## config.mk

```make
export PLATFORM = sky130hd
export DESIGN_NAME = clb_cell
export DESIGN_NICKNAME = d
export VERILOG_FILES = /design/src/rtl/clb_pkg.sv /design/src/rtl/clb_cfg_chain.sv /design/src/rtl/clb_lut.sv /design/src/rtl/clb_full_add.sv /design/src/rtl/clb_cell.sv
export SDC_FILE = /design/constraint.sdc
export NUM_CORES = 1
export LEC_CHECK = 0
export ABC_AREA = 1
export BUFFER_PORTS_ARGS = -buffer_cell sky130_fd_sc_hd__buf_4
export CAP_MARGIN = 20
export CORE_MARGIN = 2
export CORE_UTILIZATION = 54
export DETAILED_ROUTE_END_ITERATION = 7
export PLACE_DENSITY = 0.79
export SYNTH_ARGS = -nofsm -noshare
export SYNTH_HDL_FRONTEND = slang
export SYNTH_SLANG_ARGS = --single-unit
```

## constraint.sdc

```tcl
create_clock -name clk -period 3 [get_ports clk]
set_input_delay 0.6 -clock clk [delete_from_list [all_inputs] [get_ports clk]]
set_output_delay 0.6 -clock clk [all_outputs]
set_load 0.005 [all_outputs]
```

## src/rtl/clb_pkg.sv

```systemverilog
package clb_pkg;
  localparam int LUT_IN   = 3;
  localparam int LUT_BITS = 1 << LUT_IN;
  localparam int CFG_W    = 2 * LUT_BITS + 3;

  typedef struct packed {
    logic                reg_out;
    logic                sel_sum;
    logic                arith;
    logic [LUT_BITS-1:0] lut_b;
    logic [LUT_BITS-1:0] lut_a;
  } clb_cfg_t;
endpackage

```

## src/rtl/clb_cfg_chain.sv

```systemverilog
module clb_cfg_chain
  import clb_pkg::*;
#(
  parameter int W = CFG_W
) (
  input  logic         clk,
  input  logic         rst,
  input  logic         cfg_en,
  input  logic         cfg_bit,
  output logic [W-1:0] active
);
  logic [W-1:0] shadow_q = '0;
  logic [W-1:0] active_q = '0;
  logic         en_q     = 1'b0;

  always_ff @(posedge clk) begin
    en_q <= cfg_en;
    if (cfg_en) shadow_q <= {cfg_bit, shadow_q[W-1:1]};
    if (en_q && !cfg_en) active_q <= shadow_q;
  end

  assign active = active_q;


  cfg_hold_chk: assert property (@(posedge clk) disable iff (rst)
    $past(cfg_en) |-> $stable(active_q));


  shift_in_chk: assert property (@(posedge clk) disable iff (rst)
    cfg_en |=> shadow_q[W-1] == $past(cfg_bit));
endmodule

```

## src/rtl/clb_lut.sv

```systemverilog
module clb_lut #(
  parameter int N = 3,
  localparam int DEPTH = 1 << N
) (
  input  logic [DEPTH-1:0] table_bits,
  input  logic [N-1:0]     idx,
  output logic             y
);
  assign y = table_bits[idx];
endmodule

```

## src/rtl/clb_full_add.sv

```systemverilog
module clb_full_add (
  input  logic a,
  input  logic b,
  input  logic ci,
  output logic s,
  output logic co
);
  assign s  = a ^ b ^ ci;
  assign co = (a & b) | (a & ci) | (b & ci);
endmodule

```

## src/rtl/clb_cell.sv

```systemverilog
module clb_cell
  import clb_pkg::*;
(
  input  logic       clk,
  input  logic       rst,
  input  logic [3:0] din,
  input  logic       carry_i,
  input  logic       cfg_en,
  input  logic       cfg_bit,
  output logic       dout,
  output logic       carry_o
);
  logic [CFG_W-1:0] cfg_raw;
  clb_cfg_t         cfg;
  logic [1:0]       lut_y;
  logic             join_y, sum_y, co_y, adder_ci, data_w;
  logic             ff_q;

  clb_cfg_chain #(.W(CFG_W)) u_cfg (
    .clk(clk), .rst(rst), .cfg_en(cfg_en), .cfg_bit(cfg_bit), .active(cfg_raw)
  );
  assign cfg = clb_cfg_t'(cfg_raw);

  for (genvar g = 0; g < 2; g++) begin : g_lut
    clb_lut #(.N(LUT_IN)) u_lut (
      .table_bits(g == 0 ? cfg.lut_a : cfg.lut_b),
      .idx(din[LUT_IN-1:0]),
      .y(lut_y[g])
    );
  end

  // first mux: fourth input joins the two tables
  assign join_y   = din[3] ? lut_y[1] : lut_y[0];
  assign adder_ci = cfg.arith & carry_i;

  clb_full_add u_fa (
    .a(lut_y[0]), .b(lut_y[1]), .ci(adder_ci), .s(sum_y), .co(co_y)
  );

  // second mux: table path or adder sum
  assign data_w  = cfg.sel_sum ? sum_y : join_y;
  assign carry_o = cfg.arith & co_y;

  always_ff @(posedge clk) begin
    if (rst) ff_q <= 1'b0;
    else     ff_q <= data_w;
  end

  // third mux: combinational or registered
  assign dout = cfg.reg_out ? ff_q : data_w;


  cout_zero_chk: assert property (@(posedge clk) disable iff (rst)
    !cfg.arith |-> !carry_o);


  reg_out_chk: assert property (@(posedge clk) disable iff (rst)
    cfg.reg_out |=> (dout == $past(data_w)) || !cfg.reg_out);


  ff_clear_chk: assert property (@(posedge clk) disable iff (rst)
    $past(rst) |-> ff_q == 1'b0);
endmodule

```

==> metrics.md <==
| Metric | Value |
|---|---|
| GRT met1 Usage | a little under a fifth |
| Final Core Density | 63.34% |
| Crit path DAT | approximately 2.3 ns |
| Worst-path clk slew | between 0.1 and 0.15 ns |
| 1st-iter DRT viols | 35 |
| GR met3 Demand/Resource | between 6 and 7% |
| Number of buffers inserted by hold repair at cts | 0 |
| FP Rows | 19 |
| Pwr Density | 618.0 mW/mm² |
| Outcome | finished clean |
| Kind of critical path | in -> out |
| Clk_lat worst skew | between 0.3 and 0.4 ns |
| Crit share post-route | a little over nine tenths |
| Drt wl/cell | 12.40 µm |
| Setup_tns | 0 ns |
| Mapped Avg Cell Area | 14.47 µm² |
| Yosys Warn Count | 0 |
| First-pass GRT wire length | about 3.2 mm |
| Power, Total | about 1.1 mW |
| Ant. Diodes | 0 |
| Area grow syn2layout | 13.02% |
| Largest net degree at the start of global routing | 22 |
| Synth top area cells | edfxtp_1 (75%), nand2_1 (6.2%), inv_1 (4.0%) |
| MaxCap Viol Count | 0 |
| Commonest cells in the netlist | edfxtp_1 (38), nand2_1 (25), inv_1 (16), nand3_1 (7), nand3_2 (5) |
| Critical Path Fanout Max | 9 |
| Worst setup EP type | output pin |
| Max Slew Vio Count | 0 |
| Final antenna-violating net count | 0 |
| Core Area | approximately 0.0027 mm² |
| Initial antenna violation count | 0 |
| Worst-margin pin slew | ~0.25 ns |
| Vias in the first global route | between 700 and 800 |
| Critical R2R Launch | u_cfg.active[2] |
| Gr usage total | 13.75% |
| Post-synthesis register bit count | 40 |
| Detail-routed via count per cell | between 4 and 5 |
| RSZ-0062 raised after global routing | no |
| Primary FF master, synth | edfxtp_1 |
| Vias | ~750 |
| Final Wtd Congestion | about 0.95 |
| Yosys top cell by area | edfxtp_1 |
| Yosys cell types | 14 |
| CTS Root Cell | clkbuf_4 |
| Share of layout cells above drive strength 1 | 27.64% |
| Number of flops mapped to enable cells by yosys | 38 |
| Tmin final | roughly 2.9 ns |
| Max Freq | 350.1 MHz |
| DRC viols | 0 |
| Clk sinks | 40 |
| Fin Clk Skew | approximately 0.003 ns |
| Register area share after synthesis | between 70% and 80% |
| Slew margin rel. | ~83% |
| Syn Std Cell Area | about 0.0015 mm² |
| Met2 Usage GRT | 19.38% |
| Ys async rst share | 0% |
| Die width | around 57 µm |
| Overflow left after global routing | 0 |
| Port bufs | 10 |
| CTS Buf Count | 5 |
| Max clock buf depth | 2 |
| Most frequent cell after synthesis | edfxtp_1 |
| Final WL | about 1.9 mm |
| Crit-path cells | buf_4, inv_8, nand2_2, nand3_1, nand3_2, and2_2, fa_1, or2_4, nand3_1, nand2_1, buf_4 |
| Setup WS post-layout | between 0.1 and 0.15 ns |
| H-Tree Depth | 2 |
| Die Y | ~57 µm |
| Post-Synthesis Cells | roughly 110 |
| Static Leakage | a little over 0.7 nW |
| DP HPWL | about 1.3 mm |
| Starting Density | 56.05% |
| Setup violations, final | 0 |
| Die footprint | 0.003253 mm² |
| Crit-path max cell delay | approximately 0.46 ns |
| Peak supply drop | 0.0003922 V |
| Hold crit path type | in -> reg |
| CP max-delay cell | fa_1 |
| GR peak layer | met2 |
| Hold Slack | 0.4040 ns |
| Top-area cell type share of the netlist area | around 75% |
| CTS tree | done |
| CP Launch Type | primary input |
| Layout Nets | between 100 and 150 |
| Pre-antenna DRT Iters | 4 |
| WP data required | 2.40 ns |
| Post-CTS Setup Bufs | 0 |
| DP Worst Slack | 0.08102 ns |
| Endpoints failing hold | 0 |
| Worst Setup SP | din[0] |
| Post-Syn Nets | around 120 |
| Hold Crit Start | rst |
| I/O pin count | 11 |
==> area by class of cell <==
cell class              count  area (µm²)
multi-input cells          47       262.8
flip-flops and latches     40        1181
clock inverters             3       42.54
repair buffers             11       82.58
clock buffers               5       37.54
well taps                  31       38.79
fillers                   195       993.5
inverters                  17       71.32
==> power breakdown <==
part           internal (mW)  leakage, nW  switching [mW]
registers              0.644        0.381          0.0109
logic                 0.0305        0.285          0.0400
clock network          0.174       0.0412           0.162
total                  0.848        0.707           0.213
==> through the flow <==
step | std cells | cell area, µm²
6_report | 154 | 1717
4_1_cts | 154 | 1709
5_1_grt | 154 | 1717
3_5_place_dp | 146 | 1629
3_3_place_gp | 146 | 1629
2_1_floorplan | 105 | 1519
==> what timing repair did <==
action | CTS | global route
endpoints found under the hold margin | 0 | 0
setup endpoints to repair | 0 | 1
gates resized for setup | 0 | 2
==> placed cells by master, fill, tap and decap left out, drive strengths merged <==
master    instances
dfxtp             2
or2               1
nor2              2
clkbuf            5
fa                1
edfxtp           38
nand3            12
nand2            29
clkinvlp          1
inv              17
bufinv            1
and2              2
buf              11
clkinv            1
==> final timing paths <==
| kind | end | slack [ns] | cells past startpoint |
|---|---|---|---|
| max | dout | 0.14 | 11 |
| min | ff_q | 0.40 | 2 |
| max reg2reg | ff_q | 1.17 | 9 |
| min reg2reg | u_cfg.active[0] | 0.43 | 0 |
==> critical path: cells and delay by family <==
family / cells / cell delay [ns]
fa+ha+maj: 1 / 0.46
buf+inv: 3 / 0.36
simple gates: 7 / 0.83
==> routing by layer <==
layer  share of wire [%]  up-vias
li1                    -      384
met1                  44      342
met4                 1.7        0
met5                   0        -
met2                  49       20
met3                 5.7        7
==> logic make-up after synthesis <==
family        share of synthesized area (%)
simple gates                          15.49
fa+ha+maj                             1.318
buf+inv                               5.437
flops                                 77.76
==> state kept, by name, summed over array words and instances, names as in the netlist <==
signal / cells
u_cfg.en_q: 1
u_cfg.active: 19
u_cfg.shadow_q: 19
ff_q: 1
No activity file was read; power rests on OpenSTA's default activity.
